`config.mk`:
```
export PLATFORM = sky130hd
export DESIGN_NAME = iram_host_port
export DESIGN_NICKNAME = d
export VERILOG_FILES = /design/src/rtl/iram_pkg.sv /design/src/rtl/iram_power_ctrl.sv /design/src/rtl/iram_ptr.sv /design/src/rtl/iram_store.sv /design/src/rtl/iram_host_port.sv
export SDC_FILE = /design/constraint.sdc
export NUM_CORES = 2
export LEC_CHECK = 0
export ABC_AREA = 1
export BUFFER_PORTS_ARGS = -buffer_cell sky130_fd_sc_hd__buf_4
export CAP_MARGIN = 20
export CORE_UTILIZATION = 39
export DETAILED_ROUTE_END_ITERATION = 10
export MAX_ROUTING_LAYER = met4
export PLACE_DENSITY = 0.54
export SYNTH_ARGS = -nofsm -noshare
export SYNTH_HDL_FRONTEND = slang
export SYNTH_SLANG_ARGS = --single-unit
```
`constraint.sdc`:
```
create_clock -name clk -period 3.2 [get_ports clk]
set_clock_uncertainty 0.1 [all_clocks]
set_input_delay 0.32 -clock clk [delete_from_list [all_inputs] [get_ports clk]]
set_output_delay 0.32 -clock clk [all_outputs]
set_load 0.02 [all_outputs]
```
`src/rtl/iram_pkg.sv`:
```
package iram_pkg;

    typedef enum logic [1:0] {
        PWR_AWAKE  = 2'd0,
        PWR_WAKING = 2'd1,
        PWR_ASLEEP = 2'd2
    } pwr_e;

    typedef struct packed {
        logic rd_inc;
        logic wr_inc;
        logic host_en;
    } ctrl_t;

    localparam logic [2:0] OFS_CTRL  = 3'd0;
    localparam logic [2:0] OFS_WADDR = 3'd1;
    localparam logic [2:0] OFS_WDATA = 3'd2;
    localparam logic [2:0] OFS_RADDR = 3'd3;
    localparam logic [2:0] OFS_RDATA = 3'd4;
    localparam logic [2:0] OFS_PWR   = 3'd5;

endpackage

```
`src/rtl/iram_power_ctrl.sv`:
```
module iram_power_ctrl
    import iram_pkg::*;
#(
    parameter int WAKE_CYCLES = 4
) (
    input  logic clk,
    input  logic rst_n,
    input  logic host_en,
    output pwr_e state,
    output logic access_ok
);
    localparam int CNT_W = $clog2(WAKE_CYCLES + 1);
    localparam logic [CNT_W-1:0] CNT_DONE = CNT_W'(WAKE_CYCLES);

    typedef struct packed {
        logic [CNT_W-1:0] cnt;
    } pwr_st_t;

    pwr_st_t st_d, st_q;

    always_comb begin
        st_d = st_q;
        if (!host_en) begin
            st_d.cnt = '0;
        end else if (st_q.cnt != CNT_DONE) begin
            st_d.cnt = st_q.cnt + 1'b1;
        end
    end

    always_ff @(posedge clk or negedge rst_n) begin
        if (!rst_n) st_q <= '0;
        else        st_q <= st_d;
    end

    always_comb begin
        if (!host_en)                state = PWR_ASLEEP;
        else if (st_q.cnt == CNT_DONE) state = PWR_AWAKE;
        else                         state = PWR_WAKING;
    end

    assign access_ok = (state == PWR_AWAKE);


    wake_start_chk: assert property (@(posedge clk) disable iff (!rst_n)
        $rose(host_en) |-> state == PWR_WAKING);


    sleep_return_chk: assert property (@(posedge clk) disable iff (!rst_n)
        $fell(host_en) |-> state == PWR_ASLEEP);


    awake_needs_enable_chk: assert property (@(posedge clk) disable iff (!rst_n)
        access_ok |-> $past(host_en));

endmodule

```
`src/rtl/iram_ptr.sv`:
```
module iram_ptr #(
    parameter int AW = 8
) (
    input  logic          clk,
    input  logic          rst_n,
    input  logic          load,
    input  logic [AW-1:0] load_val,
    input  logic          step,
    input  logic          inc_en,
    output logic [AW-1:0] ptr
);
    typedef struct packed {
        logic [AW-1:0] ptr;
    } ptr_st_t;

    ptr_st_t st_d, st_q;

    always_comb begin
        st_d = st_q;
        if (load) begin
            st_d.ptr = load_val;
        end else if (step && inc_en) begin
            st_d.ptr = st_q.ptr + 1'b1;
        end
    end

    always_ff @(posedge clk or negedge rst_n) begin
        if (!rst_n) st_q <= '0;
        else        st_q <= st_d;
    end

    assign ptr = st_q.ptr;


    ptr_advance_chk: assert property (@(posedge clk) disable iff (!rst_n)
        (step && inc_en && !load) |=> ptr == AW'($past(ptr) + 1'b1));


    ptr_hold_chk: assert property (@(posedge clk) disable iff (!rst_n)
        (!load && !(step && inc_en)) |=> $stable(ptr));

endmodule

```
`src/rtl/iram_store.sv`:
```
module iram_store #(
    parameter int AW = 8,
    parameter int DW = 8
) (
    input  logic          clk,
    input  logic          we,
    input  logic [AW-1:0] waddr,
    input  logic [DW-1:0] wdata,
    input  logic [AW-1:0] raddr_a,
    output logic [DW-1:0] rdata_a,
    input  logic [AW-1:0] raddr_b,
    output logic [DW-1:0] rdata_b
);
    localparam int DEPTH = 1 << AW;

    logic [DW-1:0] mem_q [DEPTH];

    always_ff @(posedge clk) begin
        if (we) mem_q[waddr] <= wdata;
    end

    assign rdata_a = mem_q[raddr_a];
    assign rdata_b = mem_q[raddr_b];

endmodule

```
`src/rtl/iram_host_port.sv`:
```
module iram_host_port
    import iram_pkg::*;
#(
    parameter int AW          = 8,
    parameter int DW          = 8,
    parameter int WAKE_CYCLES = 4
) (
    input  logic          clk,
    input  logic          rst_n,
    input  logic          reg_wr,
    input  logic          reg_rd,
    input  logic [2:0]    reg_addr,
    input  logic [DW-1:0] reg_wdata,
    output logic [DW-1:0] reg_rdata,
    input  logic [AW-1:0] uc_addr,
    output logic [DW-1:0] uc_data,
    output logic          uc_stall
);
    localparam int CTRL_W = $bits(ctrl_t);

    typedef struct packed {
        ctrl_t ctrl;
    } top_st_t;

    top_st_t st_d, st_q;

    pwr_e          pwr_state;
    logic          access_ok;
    logic          host_en;
    logic          wload, wstep, rload, rstep;
    logic [AW-1:0] wptr, rptr;
    logic [DW-1:0] host_byte, fetch_byte;

    assign host_en = st_q.ctrl.host_en;

    always_comb begin
        st_d = st_q;
        if (reg_wr && reg_addr == OFS_CTRL) begin
            st_d.ctrl = ctrl_t'(reg_wdata[CTRL_W-1:0]);
        end
    end

    always_ff @(posedge clk or negedge rst_n) begin
        if (!rst_n) st_q <= '0;
        else        st_q <= st_d;
    end

    // strobes for the two pointers
    assign wload = reg_wr && reg_addr == OFS_WADDR && host_en;
    assign wstep = reg_wr && reg_addr == OFS_WDATA && access_ok;
    assign rload = reg_wr && reg_addr == OFS_RADDR && host_en;
    assign rstep = reg_rd && reg_addr == OFS_RDATA && access_ok;

    iram_power_ctrl #(.WAKE_CYCLES(WAKE_CYCLES)) u_pwr (
        .clk       (clk),
        .rst_n     (rst_n),
        .host_en   (host_en),
        .state     (pwr_state),
        .access_ok (access_ok)
    );

    iram_ptr #(.AW(AW)) u_wptr (
        .clk      (clk),
        .rst_n    (rst_n),
        .load     (wload),
        .load_val (reg_wdata[AW-1:0]),
        .step     (wstep),
        .inc_en   (st_q.ctrl.wr_inc),
        .ptr      (wptr)
    );

    iram_ptr #(.AW(AW)) u_rptr (
        .clk      (clk),
        .rst_n    (rst_n),
        .load     (rload),
        .load_val (reg_wdata[AW-1:0]),
        .step     (rstep),
        .inc_en   (st_q.ctrl.rd_inc),
        .ptr      (rptr)
    );

    iram_store #(.AW(AW), .DW(DW)) u_store (
        .clk     (clk),
        .we      (wstep),
        .waddr   (wptr),
        .wdata   (reg_wdata),
        .raddr_a (rptr),
        .rdata_a (host_byte),
        .raddr_b (uc_addr),
        .rdata_b (fetch_byte)
    );

    always_comb begin
        unique case (reg_addr)
            OFS_CTRL:  reg_rdata = DW'(st_q.ctrl);
            OFS_WADDR: reg_rdata = DW'(wptr);
            OFS_RADDR: reg_rdata = DW'(rptr);
            OFS_RDATA: reg_rdata = access_ok ? host_byte : '0;
            OFS_PWR:   reg_rdata = DW'(pwr_state);
            default:   reg_rdata = '0;
        endcase
    end

    assign uc_stall = host_en;
    assign uc_data  = host_en ? '0 : fetch_byte;


    fetch_fence_chk: assert property (@(posedge clk) disable iff (!rst_n)
        (pwr_state != PWR_ASLEEP) |-> (uc_stall && uc_data == '0));


    no_early_store_chk: assert property (@(posedge clk) disable iff (!rst_n)
        (reg_wr && reg_addr == OFS_WDATA && pwr_state != PWR_AWAKE) |=> $stable(wptr));

endmodule

```
Word level (Yosys, flattened, before mapping) --
Memories as Yosys holds them, arrays and structs flattened. Index checks and enable logic that the tools add are counted.
Storage, ports and cells: register bits after elaboration 22, memory bits (writable) 2048, output and inout port bits 17, memory bits (read-only) 0, input port bits 23, latch bits 0, memories kept 1
Memory list:
- u_store.mem_q | words 256, bits a word 8, rd ports 2, clocked after Yosys merged registers in 0, write ports 1, RTL line iram_store.sv:16 | logic [DW-1:0] mem_q [DEPTH];
Cells by class: shift-type cells 0, eq/ne operators 8, mux-type cells 13, multipliers 0, bitwise logic cells 0, divide/modulo/power cells 0, $lt $le $gt $ge 0, add/sub/neg operators 3, reduce and logical (&&, ||, !) cells 15
Operator list (number):
- $mux 8 | 6
- $pmux 8 s5 | 1
- $add 8x1->8 const B | 2
- $logic_and 1x1->1 | 11
- $eq 3x3->1 const B | 3
- $eq 3x2->1 const B | 2
- $mux 3 | 2
- $reduce_bool 2->1 | 2
- $add 3x1->3 const B | 1
- $eq 3x1->1 const B | 1
- $logic_not 3->1 | 1
- $mux 1 | 3
- $ne 3x3->1 const B | 1
- $logic_not 2->1 | 1
- $mux 2 | 1
- $ne 2x1->1 const B | 1

Longest topological paths before layout --
depth after elaboration 8, depth in mapped cells 21, mapped depth without buffers 17

By module --
A second synthesis with hierarchy kept.
Second synthesis, totals: cells, all modules 11829, area total of the unflattened synthesis 105311.0 um2
Modules (own cells, without submodules):
- iram_store | cells an instance 11556, area each 103538.1 um2, instances 1
- iram_ptr | cells an instance 77, area each 533.0 um2, instances 2
- iram_host_port | cells an instance 98, area each 536.8 um2, instances 1
- iram_power_ctrl | cells an instance 21, area each 170.2 um2, instances 1

Worst setup path after synthesis --
OpenSTA, ideal clock, no wires.
path type flip-flop to flip-flop, start register u_pwr.st_q[0] in the netlist's numbering, end memory u_store.mem_q[10][0], enable pin, path buffers 1, required time 2.730 ns, data arrival time 2.110 ns, cell stages (with the launch flop) 10, library setup time 0.370 ns, clock period less this slack 2.580 ns, path slack 0.620 ns, cells stage by stage dfrtp_1 inv_1 ha_1 nand2_1 nor4_2 inv_2 nor3_2 nand2_1 clkbuf_1 nor2_1
Between the ends: cells in the longest elaborated chain, start to end 7
Ends and longest elaborated chain:
- from (decl) | RTL line iram_power_ctrl.sv:19 | pwr_st_t st_d, st_q;
- from (signal assigned) | RTL line iram_power_ctrl.sv:32 | else st_q <= st_d;
- $eq 3x3->1 | RTL line iram_power_ctrl.sv:37 | else if (st_q.cnt == CNT_DONE) state = PWR_AWAKE;
- $mux 1 | RTL line iram_power_ctrl.sv:37
- $mux 2 | RTL line iram_power_ctrl.sv:36 | if (!host_en) state = PWR_ASLEEP;
- $logic_not 2->1 | RTL line iram_power_ctrl.sv:41 | assign access_ok = (state == PWR_AWAKE);
- $logic_and 1x1->1 | RTL line iram_host_port.sv:50 | assign wstep = reg_wr && reg_addr == OFS_WDATA && access_ok;
- $mux 1 | RTL line iram_store.sv:19 | if (we) mem_q[waddr] <= wdata;
- $mux 1 (not written as such) | RTL line iram_store.sv:19
- to (decl) | RTL line iram_store.sv:16
Every way passes these cells.

Worst setup path after layout --
start register u_rptr.st_q, in the netlist u_rptr.ptr[7], end output port reg_rdata[7]
Between the ends: cells in the longest elaborated chain, start to end 3
Ends and longest elaborated chain:
- from (decl) | RTL line iram_ptr.sv:16 | ptr_st_t st_d, st_q;
- from (signal assigned) | RTL line iram_ptr.sv:29 | else st_q <= st_d;
- $mem_v2 256x8
- $mux 8 | RTL line iram_host_port.sv:98 | OFS_RDATA: reg_rdata = access_ok ? host_byte : '0;
- $pmux 8 s5 (*) | RTL line iram_host_port.sv:94 | unique case (reg_addr)
- to (decl) | RTL line iram_host_port.sv:14 | output logic [DW-1:0] reg_rdata,
Mark *: on every way between the ends. The rest lies on a longest branch, timed or not.

==> flow_summary_export.csv <==
group,metric,value,unit
timing,worst_slew_pin_slew,1175,ps
floorplan,die_w,524.9,microns
clock_network,ctsHtreeMaxLevel,4,
routing,drt-initial-drc-count,13470,
synthesis,yosysUniqueCellTypes,36,
final_layout,stdcell_area,133600,sq um
worst_setup_path,reg2reg_slack,120,ps
floorplan,die-height,524.9,microns
floorplan,initial_core_util,0.3929,
power,powerDensity,644.8,nW/um^2
global_routing,grt_start_max_net_pins,89,
routing,routed_wl,456400,microns
job,drv_cap,0,
worst_setup_path,critPathBufInv,2,
clock_network,clk_path_buf_depth,4,
synthesis,syn_area,106700,sq um
timing,slew_headroom,0.2165,
worst_setup_path,cp.required,2780,ps
worst_hold_path,min_from,"reg_addr[1]",
clock_network,clock-root-buffer,"clkbuf_16",
final_layout,fin_cells,16720,
power,p_leak,52.13,nW
synthesis,synth_seq_cells,2070,
worst_setup_path,crit_slowest_cell,"dfrtp_1",
global_routing,grt_use_total,0.3291,
status,status,"finished with violations",
worst_setup_path,critPathArrivalTime,3810,ps
routing,firstDrtPassIters,7,
timing,finalHoldViolCount,0,
timing,period_minus_slack,4234,ps
floorplan,ios,40,
worst_setup_path,crit_top_cell,"nand2_2",
worst_hold_path,hold_path.class,"primary input to register",
clock_network,clock-sinks,2070,
place,dp_hpwl,292200,microns
place,placed_cells,16160,
timing,maxSlewViolCount,0,
routing,wl_met2,207400,microns
timing,fin_ws,-1034,ps
clock_network,cts_tree,"built",
worst_setup_path,cp_cell_sequence,"clkinv_1 -> nand3_4 -> nand2_2 -> nand2_1 -> nand2_2 -> buf_6",
clock_network,numCtsBuffers,233,
final_layout,nNetsFinal,12980,
routing,routed.top_layer,"met4",
synthesis,ys_warn_count,0,
worst_setup_path,crit_family,"buffers and inverters",
routing,wl_met3,45000,microns
worst_setup_path,ff2ff_path_depth,10,
timing,fmax,236.2,MHz
worst_setup_path,worstSetupPathType,"register to primary output",
final_layout,drive_gt1_frac,0.1837,
routing,viasPerCell,5.876,
timing,final.period_utilization,1.323,
synthesis,syn_avg_cell_area,8.716,sq um
worst_setup_path,r2r-start,"u_pwr.st_q[0]",
worst_setup_path,critPathLaunchType,"register",
global_routing,antenna_found_initial,9,
final_layout,area_growth_syn_to_layout,25.30,%
global_routing,grt_pass1_wl,648300,microns
worst_hold_path,holdPathStages,5,
global_routing,grt-ovfl-total,0,
place,io_buffers,39,
place,gp_congestion,1.018,
synthesis,synth_fp_nets,12270,
floorplan,num_rows,191,
worst_setup_path,slowest_delay,1010,ps
routing,vias,98210,
routing,drc,0,
worst_setup_path,timing.rr.end,"u_store.mem_q[187][3]",
status,failed_checks,"setup timing",
timing,grt_setup_unrepaired,"true",
routing,wl_met1,179300,microns
timing,finalSetupViolCount,12,
synthesis,synth_cells,12240,
floorplan,fp.coreArea,271500,sq um
power,irDropWorstVdd,498.9,uV
worst_setup_path,cp-end-kind,"primary output",
clock_network,clock_latency,960,ps
floorplan,die_area,275600,sq um
worst_hold_path,worstHoldEndpoint,"u_wptr.ptr[0]",
routing,antenna_left,0,
clock_network,path_clk_slew,70,ps
routing,routedWlPerCell,27.30,microns
place,place_area,119300,sq um
synthesis,seq_area_frac_synth,0.5818,
worst_setup_path,critPathMaxFanout,10,
global_routing,grt_pass1_vias,92500,
==> cell usage after synthesis (all sizes together) <==
library cell | count | area, sq um
o211ai | 193 | 1509
o22ai | 74 | 462.9
a22oi | 6 | 45.04
clkbuf | 350 | 1314
o21ai | 964 | 4825
clkinv | 5 | 18.77
xor2 | 9 | 78.83
edfxtp | 2048 | 61500
nor3 | 7 | 60.06
nand4 | 1 | 6.260
buf | 565 | 3114
nand3 | 2083 | 10430
a21oi | 309 | 1546
o221ai | 10 | 87.58
inv | 583 | 2188
dfrtp | 22 | 550.5
o31ai | 1 | 7.510
xnor2 | 2 | 17.52
nor2 | 1584 | 5958
nand2 | 3403 | 12770
nor4 | 5 | 37.53
ha | 7 | 87.58
o41ai | 1 | 8.760
a31oi | 1 | 6.260
a221oi | 3 | 26.28
==> logic make-up (layout without fill, tap and decap cells) <==
| group | after synthesis | in the layout | synth area share |
|---|---|---|---|
| AOI/OAI and AO/OA | 1562 | 1562 | 0.07993 |
| xor gates and xnor gates | 11 | 11 | 0.0009034 |
| and+or+nand+nor | 7083 | 7083 | 0.2744 |
| buffers and inverters | 1503 | 2406 | 0.06221 |
| other | 0 | 6 | 0 |
| DFF | 2070 | 2070 | 0.5818 |
| adders and majority gates | 7 | 7 | 0.0008212 |
==> sequential cells by signal, summed over array words and instances (netlist names) <==
| signal | flops |
|---|---|
| st_q | 2 |
| u_rptr.ptr | 8 |
| uc_stall | 1 |
| u_wptr.ptr | 8 |
| u_pwr.st_q | 3 |
| u_store.mem_q | 2048 |
==> timing repair <==
item,in CTS,in global routing
endpoints found under the setup margin,16,16
gates cloned,45,14
hold endpoints to repair,622,0
gates resized for setup,773,442
pin swaps,249,238
hold buffers,20,0
setup buffers,55,26
==> layout make-up <==
type | instances | area [sq um]
diodes | 6 | 15.01
clock buffers | 288 | 6101
clock inverters | 134 | 1364
fillers | 24720 | 137800
inverters | 588 | 2312
multi-input cells | 8663 | 41550
flip-flops and latches | 2070 | 62060
well taps | 3570 | 4467
repair buffers | 1395 | 15740
repair inverters | 1 | 30.03
==> where the power goes <==
part / switching (mW) / internal (mW) / leakage, nW / total [mW]
registers: 0.175 / 29.9 / 18.7 / 30.0
logic: 18.9 / 10.3 / 29.9 / 29.1
clock network: 11.6 / 15.3 / 3.62 / 27.0
total: 30.7 / 55.5 / 52.1 / 86.2
==> worst max-delay path by stage <==
stage	startpoint	endpoint	depth (start not counted)
after detailed placement	u_rptr.ptr[0]	reg_rdata[3]	15
after global routing	u_rptr.ptr[1]	reg_rdata[1]	21
final	u_rptr.ptr[7]	reg_rdata[7]	6
after CTS	u_rptr.ptr[0]	reg_rdata[1]	21
after floorplan	u_pwr.st_q[0]	u_store.mem_q[10][0]	9
after global placement	u_rptr.ptr[0]	reg_rdata[3]	15
==> per-layer routing <==
layer / GRT usage / vias to the layer above
met5: - / -
met4: 0.1596 / 0
met3: 0.05608 / 1112
met2: 0.5028 / 6198
met1: 0.4238 / 47740
li1: - / 43160
==> stage by stage <==
step                hold WS (ps)  setup TNS [ps]  worst slack (ps)    util  power [mW]
floorplan                 -75.59               0             619.6       -       42.32
global placement           151.5           -6538            -787.9  0.4395       54.12
detailed placement         151.5           -6312            -781.7  0.4395       54.15
CTS                        25.39           -8529             -1028  0.4855       84.51
global route               84.11           -9233             -1073  0.4922       88.61
finish                     106.4           -8111             -1034  0.4923       86.16
==> tightest hold or removal path, cell delays in order <==
cell	delay, ps
buf_4	130
inv_1	130
nor4_2	100
nand2_1	270
o211ai_1	120
==> cells in the final DEF, fill, tap and decap left out, types with 23 or more instances in the layout <==
master | synthesis | final
clkbuf_1 | 350 | 52
nor2_4 | 1 | 46
clkbuf_16 | 0 | 250
inv_1 | 579 | 554
o21ai_1 | 61 | 169
buf_12 | 0 | 228
nand3_4 | 0 | 67
nand2_2 | 0 | 141
buf_6 | 34 | 90
nand3_2 | 0 | 238
buf_4 | 90 | 941
nand2_1 | 3403 | 3214
clkinv_2 | 0 | 38
nor2_1 | 1581 | 1492
a21oi_1 | 309 | 257
nor2_2 | 2 | 46
nand3_1 | 2083 | 1778
a21oi_2 | 0 | 47
clkinv_1 | 5 | 52
buf_16 | 0 | 58
nand2_4 | 0 | 42
bufinv_16 | 0 | 23
o21ai_0 | 903 | 778
edfxtp_1 | 2048 | 2048
o211ai_1 | 181 | 181
buf_8 | 3 | 29
o22ai_1 | 74 | 71
No activity file was read; power rests on OpenSTA's default activity.
